$ cat src/rtl/ccr_pkg.sv
package ccr_pkg;
  localparam int CCR_W = 8;
  localparam int B_C = 0;
  localparam int B_V = 1;
  localparam int B_Z = 2;
  localparam int B_N = 3;
  localparam int B_I = 4;
  localparam int B_H = 5;
  localparam int B_X = 6;
  localparam int B_S = 7;
  localparam logic [CCR_W-1:0] RESET_VAL = 8'hD0;

  typedef enum logic [2:0] {
    CLS_NONE  = 3'd0,
    CLS_ADDH  = 3'd1,
    CLS_ARITH = 3'd2,
    CLS_LOGIC = 3'd3,
    CLS_SHIFT = 3'd4,
    CLS_INCR  = 3'd5
  } op_cls_e;

  typedef struct packed {
    logic upd_nz;
    logic upd_v;
    logic clr_v;
    logic upd_c;
    logic upd_h;
  } upd_t;
endpackage

$ cat src/rtl/ccr_class_dec.sv
module ccr_class_dec
  import ccr_pkg::*;
(
  input  logic       valid,
  input  logic [2:0] cls,
  output upd_t       upd
);
  always_comb begin
    upd = '0;
    if (valid) begin
      case (cls)
        CLS_ADDH:  begin upd.upd_nz = 1'b1; upd.upd_v = 1'b1; upd.upd_c = 1'b1; upd.upd_h = 1'b1; end
        CLS_ARITH: begin upd.upd_nz = 1'b1; upd.upd_v = 1'b1; upd.upd_c = 1'b1; end
        CLS_LOGIC: begin upd.upd_nz = 1'b1; upd.clr_v = 1'b1; end
        CLS_SHIFT: begin upd.upd_nz = 1'b1; upd.upd_v = 1'b1; upd.upd_c = 1'b1; end
        CLS_INCR:  begin upd.upd_nz = 1'b1; upd.upd_v = 1'b1; end
        default:   upd = '0;
      endcase
    end
  end
endmodule

$ cat src/rtl/ccr_result_flags.sv
module ccr_result_flags
  import ccr_pkg::*;
#(
  parameter int DATA_W = 8
) (
  input  upd_t              upd,
  input  logic [DATA_W-1:0] res,
  input  logic              carry7,
  input  logic              carry3,
  input  logic              ovf,
  input  logic [CCR_W-1:0]  cur,
  output logic [CCR_W-1:0]  nxt
);
  localparam int MSB = DATA_W - 1;

  always_comb begin
    nxt = cur;
    if (upd.upd_nz) begin
      nxt[B_N] = res[MSB];
      nxt[B_Z] = (res == '0);
    end
    if (upd.upd_v) nxt[B_V] = ovf;
    if (upd.clr_v) nxt[B_V] = 1'b0;
    if (upd.upd_c) nxt[B_C] = carry7;
    if (upd.upd_h) nxt[B_H] = carry3;
  end
endmodule

$ cat src/rtl/ccr_mask_ctl.sv
module ccr_mask_ctl
  import ccr_pkg::*;
(
  input  logic [CCR_W-1:0] cur,
  input  logic [CCR_W-1:0] alu_nxt,
  input  logic             wr_en,
  input  logic [CCR_W-1:0] wr_data,
  input  logic             nmi_ack,
  input  logic             irq_entry,
  output logic [CCR_W-1:0] nxt
);
  logic [CCR_W-1:0] wr_val;

  always_comb begin
    wr_val       = wr_data;
    wr_val[B_X]  = cur[B_X] & wr_data[B_X];
    nxt          = wr_en ? wr_val : alu_nxt;
    if (nmi_ack) begin
      nxt[B_X] = 1'b1;
      nxt[B_I] = 1'b1;
    end
    if (irq_entry) nxt[B_I] = 1'b1;
  end
endmodule

$ cat src/rtl/ccr_flag_unit.sv
module ccr_flag_unit
  import ccr_pkg::*;
#(
  parameter int DATA_W = 8
) (
  input  logic              clk,
  input  logic              rst_n,
  input  logic              op_valid,
  input  logic [2:0]        op_cls,
  input  logic [DATA_W-1:0] res,
  input  logic              carry7,
  input  logic              carry3,
  input  logic              ovf,
  input  logic              wr_en,
  input  logic [7:0]        wr_data,
  input  logic              nmi_ack,
  input  logic              irq_entry,
  output logic [7:0]        ccr,
  output logic              stop_ok
);
  upd_t             upd;
  logic [CCR_W-1:0] ccr_q;
  logic [CCR_W-1:0] alu_nxt;
  logic [CCR_W-1:0] ccr_d;

  ccr_class_dec i_dec (
    .valid (op_valid),
    .cls   (op_cls),
    .upd   (upd)
  );

  ccr_result_flags #(.DATA_W(DATA_W)) i_res (
    .upd    (upd),
    .res    (res),
    .carry7 (carry7),
    .carry3 (carry3),
    .ovf    (ovf),
    .cur    (ccr_q),
    .nxt    (alu_nxt)
  );

  ccr_mask_ctl i_mask (
    .cur       (ccr_q),
    .alu_nxt   (alu_nxt),
    .wr_en     (wr_en),
    .wr_data   (wr_data),
    .nmi_ack   (nmi_ack),
    .irq_entry (irq_entry),
    .nxt       (ccr_d)
  );

  always_ff @(posedge clk or negedge rst_n) begin
    if (!rst_n) ccr_q <= RESET_VAL;
    else        ccr_q <= ccr_d;
  end

  assign ccr     = ccr_q;
  assign stop_ok = ~ccr_q[B_S];
endmodule

$ cat config.mk
export PLATFORM = sky130hd
export DESIGN_NAME = ccr_flag_unit
export DESIGN_NICKNAME = d
export VERILOG_FILES = /design/src/rtl/ccr_pkg.sv /design/src/rtl/ccr_class_dec.sv /design/src/rtl/ccr_result_flags.sv /design/src/rtl/ccr_mask_ctl.sv /design/src/rtl/ccr_flag_unit.sv
export SDC_FILE = /design/constraint.sdc
export NUM_CORES = 1
export LEC_CHECK = 0
export BUFFER_PORTS_ARGS = -buffer_cell sky130_fd_sc_hd__buf_2
export CAP_MARGIN = 40
export CORE_MARGIN = 2
export CORE_UTILIZATION = 34
export DETAILED_ROUTE_END_ITERATION = 10
export PLACE_DENSITY = 0.75
export SLEW_MARGIN = 10
export SYNTH_ARGS = -nofsm -noshare
export SYNTH_HDL_FRONTEND = slang
export SYNTH_SLANG_ARGS = --single-unit
$ cat constraint.sdc
create_clock -name clk -period 1 [get_ports clk]
set_input_delay 0.2 -clock clk [delete_from_list [all_inputs] [get_ports clk]]
set_output_delay 0.2 -clock clk [all_outputs]
set_load 0.005 [all_outputs]
Word-level counts from Yosys, hierarchy flattened
Cells that the tools add are included.
{"block": "word_totals", "reg_bits": 8, "input_bits": 28, "wordCells": 39}
{"block": "op_classes", "n_eq_ne": 5, "n_mux": 15, "bitwise": 2, "n_reduce_logical": 10}
{"cell": "$mux W1", "count": 12}
{"cell": "$logic_not A8 Y1", "count": 1}
{"cell": "$reduce_bool A2 Y1", "count": 4}
{"cell": "$mux W7", "count": 1}
{"cell": "$eq A3 B2 Y1 const B", "count": 2}
{"cell": "$eq A3 B3 Y1 const B", "count": 2}
{"cell": "$reduce_bool A3 Y1", "count": 2}
{"cell": "$mux W5", "count": 1}
{"cell": "$reduce_or A5 Y1", "count": 1}
{"cell": "$reduce_or A4 Y1", "count": 1}
{"cell": "$eq A3 B1 Y1 const B", "count": 1}
{"cell": "$reduce_or A3 Y1", "count": 1}
{"cell": "$mux W2", "count": 1}
{"cell": "$and A1 B1 Y1", "count": 1}
{"cell": "$not A1 Y1", "count": 1}

Longest topological paths before layout
Gate-level depths: netlist of run 1.
{"block": "depth", "depth_word": 9, "depth_mapped": 4}

Hierarchy
Synthesis of run 1 repeated with hierarchy kept, for this count alone.
{"block": "unflattened", "hier_cells": 44, "hier_area_um2": 493.0}
{"mod": "ccr_flag_unit", "n_inst": 1, "cells_each": 9, "area_each_um2": 207.7, "seq_area_each_um2": 203.9}
{"mod": "ccr_mask_ctl", "n_inst": 1, "cells_each": 12, "area_each_um2": 115.1, "seq_area_each_um2": 0.0}
{"mod": "ccr_result_flags", "n_inst": 1, "cells_each": 13, "area_each_um2": 107.6, "seq_area_each_um2": 0.0}
{"mod": "ccr_class_dec", "n_inst": 1, "cells_each": 10, "area_each_um2": 62.6, "seq_area_each_um2": 0.0}

Worst setup path before layout of run 1
OpenSTA, ideal clock, no wires.
{"block": "synth_timing", "kind": "input port to flip-flop", "from": "in op_cls[1]", "to": "reg ccr_q[3] (netlist: ccr[3])", "arrival_ns": 0.961, "path_slack_ns": -0.062, "stages": 4, "n_path_buf": 1, "cell_sequence": "buf_2 -> a21bo_1 -> or2_1 -> o311ai_2"}
{"block": "synth_between", "elab_chain_len": 5}
{"item": "from (decl)", "line_no": "ccr_flag_unit.sv:9", "source": "input logic [2:0] op_cls,"}
{"item": "$eq A3 B1 Y1 (tied with other cells)", "line_no": "ccr_class_dec.sv:11", "source": "case (cls)"}
{"item": "$reduce_or A5 Y1 (no source line) (*)"}
{"item": "$mux W1 (*)", "line_no": "ccr_class_dec.sv:11"}
{"item": "$mux W5 (*)", "line_no": "ccr_class_dec.sv:10", "source": "if (valid) begin"}
{"item": "$reduce_bool A2 Y1 (no source line) (*)"}
{"item": "to (signal assigned)", "line_no": "ccr_flag_unit.sv:54", "source": "else ccr_q <= ccr_d;"}
{"item": "to (decl)", "line_no": "ccr_flag_unit.sv:22", "source": "logic [CCR_W-1:0] ccr_q;"}
Every way passes the cells marked *; elsewhere a longest branch is shown, timed or not.
A chain may end at the register's enable or synchronous reset.

Worst setup path in the final report of run 1
{"block": "layout_timing", "from": "reg ccr_q[7] (netlist: ccr[7])", "to": "out stop_ok"}
{"block": "layout_between", "elab_chain_len": 1}
{"item": "$not A1 Y1", "line_no": "ccr_flag_unit.sv:58", "source": "assign stop_ok = ~ccr_q[B_S];"}
{"item": "to (decl)", "line_no": "ccr_flag_unit.sv:19", "source": "output logic stop_ok"}
No other way between the ends.

==> results of run 1 <==
==> what timing repair did <==
item / 4_1_cts / 5_1_grt
resized for setup: 2 / 2
setup endpoints to repair: 6 / 7
hold buffers: 1 / 0
hold endpoints to repair: 6 / 0
pin swaps: 1 / 0
==> power groups by stage <==
| stage | clock, mW | sequential [mW] | combinational [mW] |
|---|---|---|---|
| final | 0.263 | 0.376 | 0.230 |
| after floorplan | 0 | 0.381 | 0.0882 |
| after global routing | 0.303 | 0.380 | 0.260 |
| after CTS | 0.280 | 0.376 | 0.226 |
| after detailed placement | 0 | 0.380 | 0.221 |
| after global placement | 0 | 0.380 | 0.218 |
==> placed cells by master (no fill, tap or decap), drive strengths merged <==
cell type	n
a21oi	1
dlygate4sd3	1
dfrtp	5
dfstp	3
a211oi	1
nand4b	1
nor2	3
nand2	7
clkbuf	4
or2	1
a21boi	1
and4bb	1
nand2b	3
inv	3
a21bo	1
o211a	1
nand3	3
o211ai	4
nor3	2
mux2i	2
nor4	1
xor2	1
o21ai	3
o311ai	1
nor2b	1
o32a	1
buf	44
nand3b	1
o2111ai	1
==> stage by stage <==
step / instance area [um^2] / cells / hold WS, ps / utilization
finish: 798 / 117 / 121 / 0.598
global route: 798 / 117 / 123 / 0.598
CTS: 788 / 117 / 113 / 0.591
detailed placement: 752 / 112 / 50.9 / 0.564
global placement: 752 / 112 / 50.5 / 0.564
floorplan: 503 / 55 / -95.6 / -
==> cells in the mapped netlist, types with 2 or more instances <==
cell type and n:
nor3_1 2, inv_1 3, mux2i_1 2, buf_2 2, dfstp_2 3, nand2b_1 3
nand2_1 7, nor2_1 3, nand3_1 3, dfrtp_1 5, o21ai_0 3, o211ai_1 4
==> worst paths after layout <==
check,from,end,slack (ps),cells past startpoint
max,ccr[7],stop_ok,-110,2
min in group asynchronous,rst_n,ccr[3],310,2
max in group asynchronous,rst_n,ccr[6],430,2
min,irq_entry,ccr[4],120,3
max reg2reg,ccr[1],ccr[1],-20,3
min reg2reg,ccr[6],ccr[6],480,2
==> per-layer routing <==
layer / global-route usage / share of wire / vias up
met5: 0 / 0 / -
met4: 0.0375 / 0 / 0
met3: 0.0517 / 0.073 / 0
met2: 0.255 / 0.46 / 23
met1: 0.204 / 0.47 / 257
li1: - / - / 298
==> cell families after synthesis <==
kind of cell	after synthesis	synth area share
flops	8	0.405
compound gates	15	0.239
xor+xnor	1	0.0174
mux	2	0.0398
simple gates	24	0.256
buf+inv	5	0.0423
==> worst register-to-register path: stages, from the launching register on <==
cell	delay [ps]
dfrtp_1	420
nand2_1	100
a21boi_2	50
o32a_1	340
==> cell type report <==
| class | count | area share |
|---|---|---|
| clock buffers | 4 | 0.0329 |
| inverters | 3 | 0.0141 |
| multi-input cells | 42 | 0.353 |
| flip-flops and latches | 8 | 0.255 |
| well taps | 15 | 0.0235 |
| repair buffers | 45 | 0.321 |
==> results.yml, run 1 <==
route:
  wl_per_cell_um: 10.7
  routed_wirelength_mm: 1.25
  num_vias: 578
  drtAntennaViolNets: 0
  drc_errors: 0
  dr.first_iter.drc_count: 1
  viasPerCell: 4.94
  firstDrtPassIters: 2
timing:
  final-setup-viol-count: 6
  setup_tns_ps: -378
  max_freq_mhz: 899
  max_slew_margin: 0.846
  finalMaxSlewViolations: 0
  setup_ws_ps: -113
  layout_min_cycle_time_ps: 1110
  hold_viol: 0
  min_period_over_period: 1.11
  rsz0062_at_grt: "true"
  tightest_slew_ps: 230
  finalClockSkew_ps: 0
critical_path:
  endpoint_kind: "primary output"
  required_ps: 800
  critical_path.max_fanout: 2
  crit_family: "flip-flops"
  crit_type: "flip-flop to primary output"
  slowest_stage: "dfstp_2"
  critPathMaxStageDelay_ps: 530
  crit_buf_inv: 2
  critPathLaunchType: "flip-flop"
  crit_path_cell_trace: "inv_2 -> buf_6"
  critical_path_arrival_ps: 910
place:
  routabilityCongestion: 0.881
  dpl.hpwl_mm: 1.04
  dp_slack_ps: -110
  port_buffers: 36
die:
  dieArea_um2: 1800
  core_um2: 1330
  rows: 13
  ioPinCount: 37
  die_y_um: 42.5
  initial_core_util: 0.377
  die_x_um: 42.5
synth:
  ys_seq_area_frac: 0.405
  synth_seq_cells: 8
  synth_area_um2: 503
  synth_top_area_share: 0.249
  syn_avg_cell_area_um2: 9.15
  ys_top_cells_by_area: "dfrtp_1 (25%), dfstp_2 (16%), o211ai_1 (6.0%)"
  yosysTopAreaCell: "dfrtp_1"
  ys_async_sr_fraction: 1.00
  yosysUniqueCellTypes: 27
  synth_edf_count: 0
  ys_warn_count: 0
  synth.net_count: 83
  ys.flop_type: "dfrtp_1"
  netlist_instances: 55
clock_network:
  cts-root-buf: "clkbuf_4"
  clockBufferDepth: 2
  clkTransAtPathRegs_ps: 60
  htreeDepth: 1
  postCtsSetupBuffers: 0
  cts_tree: "done"
  numCtsBuffers: 3
  worstSkewPairLatency_ps: 240
  clock_sinks: 8
final_layout:
  final_net_count: 131
  areaGrowthSynthToFinish_pct: 58.7
  n_fill_cell: 128
  num_antenna_cells: 0
  regArea_um2: 204
  largest_reg_flops: 8
  multiInputGateArea_um2: 282
  drive_above_1_share: 0.539
global_route:
  grt.overflow.total: 0
  antenna_found_initial: 0
  grt_pass1_vias: 556
  grt_pass1_wl_mm: 2.24
  grt_usage: 0.159
  grt_max_degree: 11
power:
  p_leak_nw: 0.397
  total_power_uw: 869
  swShare: 0.262
  power.switching_uw: 228
  seqPwrFrac: 0.433
  p_int_uw: 641
  peakVddDrop_uv: 650
  power.density_nw_per_um2: 1090
  comb_power_share: 0.265
  clkPwrFrac: 0.302
worst_hold_path:
  hp-class: "input port to flip-flop"
run_status:
  status: "complete, but fails checks"
  violations: "setup timing"
flow_run:
  drv_cap: 0
No activity file was read; power rests on OpenSTA's default activity.
==> inputs of run 2 (changes only) <==
Settings changed: REMOVE_ABC_BUFFERS from default to 1.
==> run 2 against run 1 <==
  * The flow still finishes with violations (setup timing)
  * Setup slack got worse by 28 ps
  * Total power is 3.3% higher
  * Via count is 1.2% higher
  * Sequential share of layout area is 0.12 points higher
  * Non-clock buffer count unchanged
  * Highest routed layer is now met4
  * Cell area down 0.47%
  * Maximum frequency down 2.5%
  * Largest cell class unchanged
  * Sequential power barely moved
  * Critical endpoint unchanged
==> results.yml, run 2 (same netlist as run 1, synthesis figures left out) <==
die:
  ioPinCount: 37
  die_x_um: 42.5
  dieArea_um2: 1800
  initial_core_util: 0.377
  core_um2: 1330
  rows: 13
  die_y_um: 42.5
global_route:
  grt_usage: 0.181
  antenna_found_initial: 0
  grt_pass1_vias: 579
  grt.overflow.total: 0
  grt_max_degree: 11
  grt_pass1_wl_mm: 2.37
clock_network:
  numCtsBuffers: 3
  worstSkewPairLatency_ps: 280
  cts_tree: "done"
  htreeDepth: 1
  cts-root-buf: "clkbuf_4"
  clkTransAtPathRegs_ps: 50
  clockBufferDepth: 2
  clock_sinks: 8
timing:
  max_slew_margin: 0.810
  tightest_slew_ps: 283
  max_freq_mhz: 877
  min_period_over_period: 1.14
  final-setup-viol-count: 5
  finalClockSkew_ps: 0
  hold_viol: 0
  finalMaxSlewViolations: 0
  rsz0062_at_grt: "true"
  setup_ws_ps: -141
  layout_min_cycle_time_ps: 1140
final_layout:
  final_common_cell: "buf_2"
  final_net_count: 131
  drive_above_1_share: 0.520
  num_antenna_cells: 0
  multiInputGateArea_um2: 278
  areaGrowthSynthToFinish_pct: 58.0
  final_cells: 117
  final_cell_mix: "buf_2 (35), buf_4 (8), nand2_1 (7)"
  n_fill_cell: 130
  post-route-util: 0.596
  largest_reg_flops: 8
  stdcell_area_um2: 795
  regArea_um2: 204
place:
  routabilityCongestion: 0.740
  dp_cells: 111
  dpl_cell_area_um2: 744
  dp_slack_ps: -121
  dpl.hpwl_mm: 1.08
  port_buffers: 36
critical_path:
  r2r_setup_slack_ps: 20
  critPathMaxStageDelay_ps: 530
  slowest_stage: "dfstp_2"
  required_ps: 800
  endpoint_kind: "primary output"
  critPathLaunchType: "flip-flop"
  crit_family: "flip-flops"
  critical_path_arrival_ps: 940
  crit_buf_inv: 2
  critical_path.max_fanout: 2
  crit_path_cell_trace: "inv_2 -> buf_2"
  crit_type: "flip-flop to primary output"
power:
  total_power_uw: 898
  p_leak_nw: 0.398
  peakVddDrop_uv: 659
  power.density_nw_per_um2: 1130
flow_run:
  drv_cap: 0
route:
  viasPerCell: 5.00
  drc_errors: 0
  num_vias: 585
  routed_wirelength_mm: 1.39
  wl_per_cell_um: 11.9
  dr.first_iter.drc_count: 6
  drtAntennaViolNets: 0
  firstDrtPassIters: 4
worst_hold_path:
  hp-class: "input port to flip-flop"
run_status:
  status: "complete, but fails checks"
  violations: "setup timing"
## run 2: cell types whose count changed in the layout (fill, tap and decap cells not counted)
cell | previous run | this run
a21boi_1 | 0 | 1
a21boi_2 | 1 | 0
inv_1 | 1 | 2
inv_2 | 2 | 1
## run 2: per-layer routing
layer	global-route usage	vias up	routed length (um)
met5	0	-	0
met4	0.0438	0	10
met3	0.0819	2	108
met2	0.317	22	736
met1	0.197	264	533
li1	-	297	-
## run 2: timing repair
action,in CTS,in global routing
gates resized for setup,2,1
setup buffers,0,1
endpoints found under the setup margin,7,9
pin swaps,2,2
hold endpoints to repair,5,0
hold buffers,1,0
## run 2: layout make-up
class | instances | area share
Inverter | 3 | 0.0142
Sequential cell | 8 | 0.257
Timing Repair Buffer | 45 | 0.323
Tap cell | 15 | 0.0236
Clock buffer | 4 | 0.0331
Multi-Input combinational cell | 42 | 0.350
## run 2: path summary, 6_finish.rpt
check / startpoint / end / depth (start not counted)
worst max-delay path: ccr[7] / stop_ok / 2
worst min-delay path: irq_entry / ccr[4] / 3
worst max register to register: ccr[1] / ccr[1] / 3
worst min register to register: ccr[7] / ccr[7] / 2
max in group asynchronous: rst_n / ccr[6] / 2
min in group asynchronous: rst_n / ccr[0] / 2
## run 2: tightest hold or removal path, stage by stage
cell     delay [ps]
buf_2            80
nor2_1           30
nand2_1          40
## run 2: where the power goes
group          switching, mW  total, mW  internal (mW)
combinational          0.101      0.231          0.130
sequential            0.0176      0.375          0.358
clock                  0.137      0.291          0.154
## run 2: through the flow
step                TNS (ps)  hold slack, ps
floorplan                  0           -95.6
finish                  -434             124
detailed placement      -301            61.7
global placement        -237            58.2
CTS                     -492             120
global route            -691             117
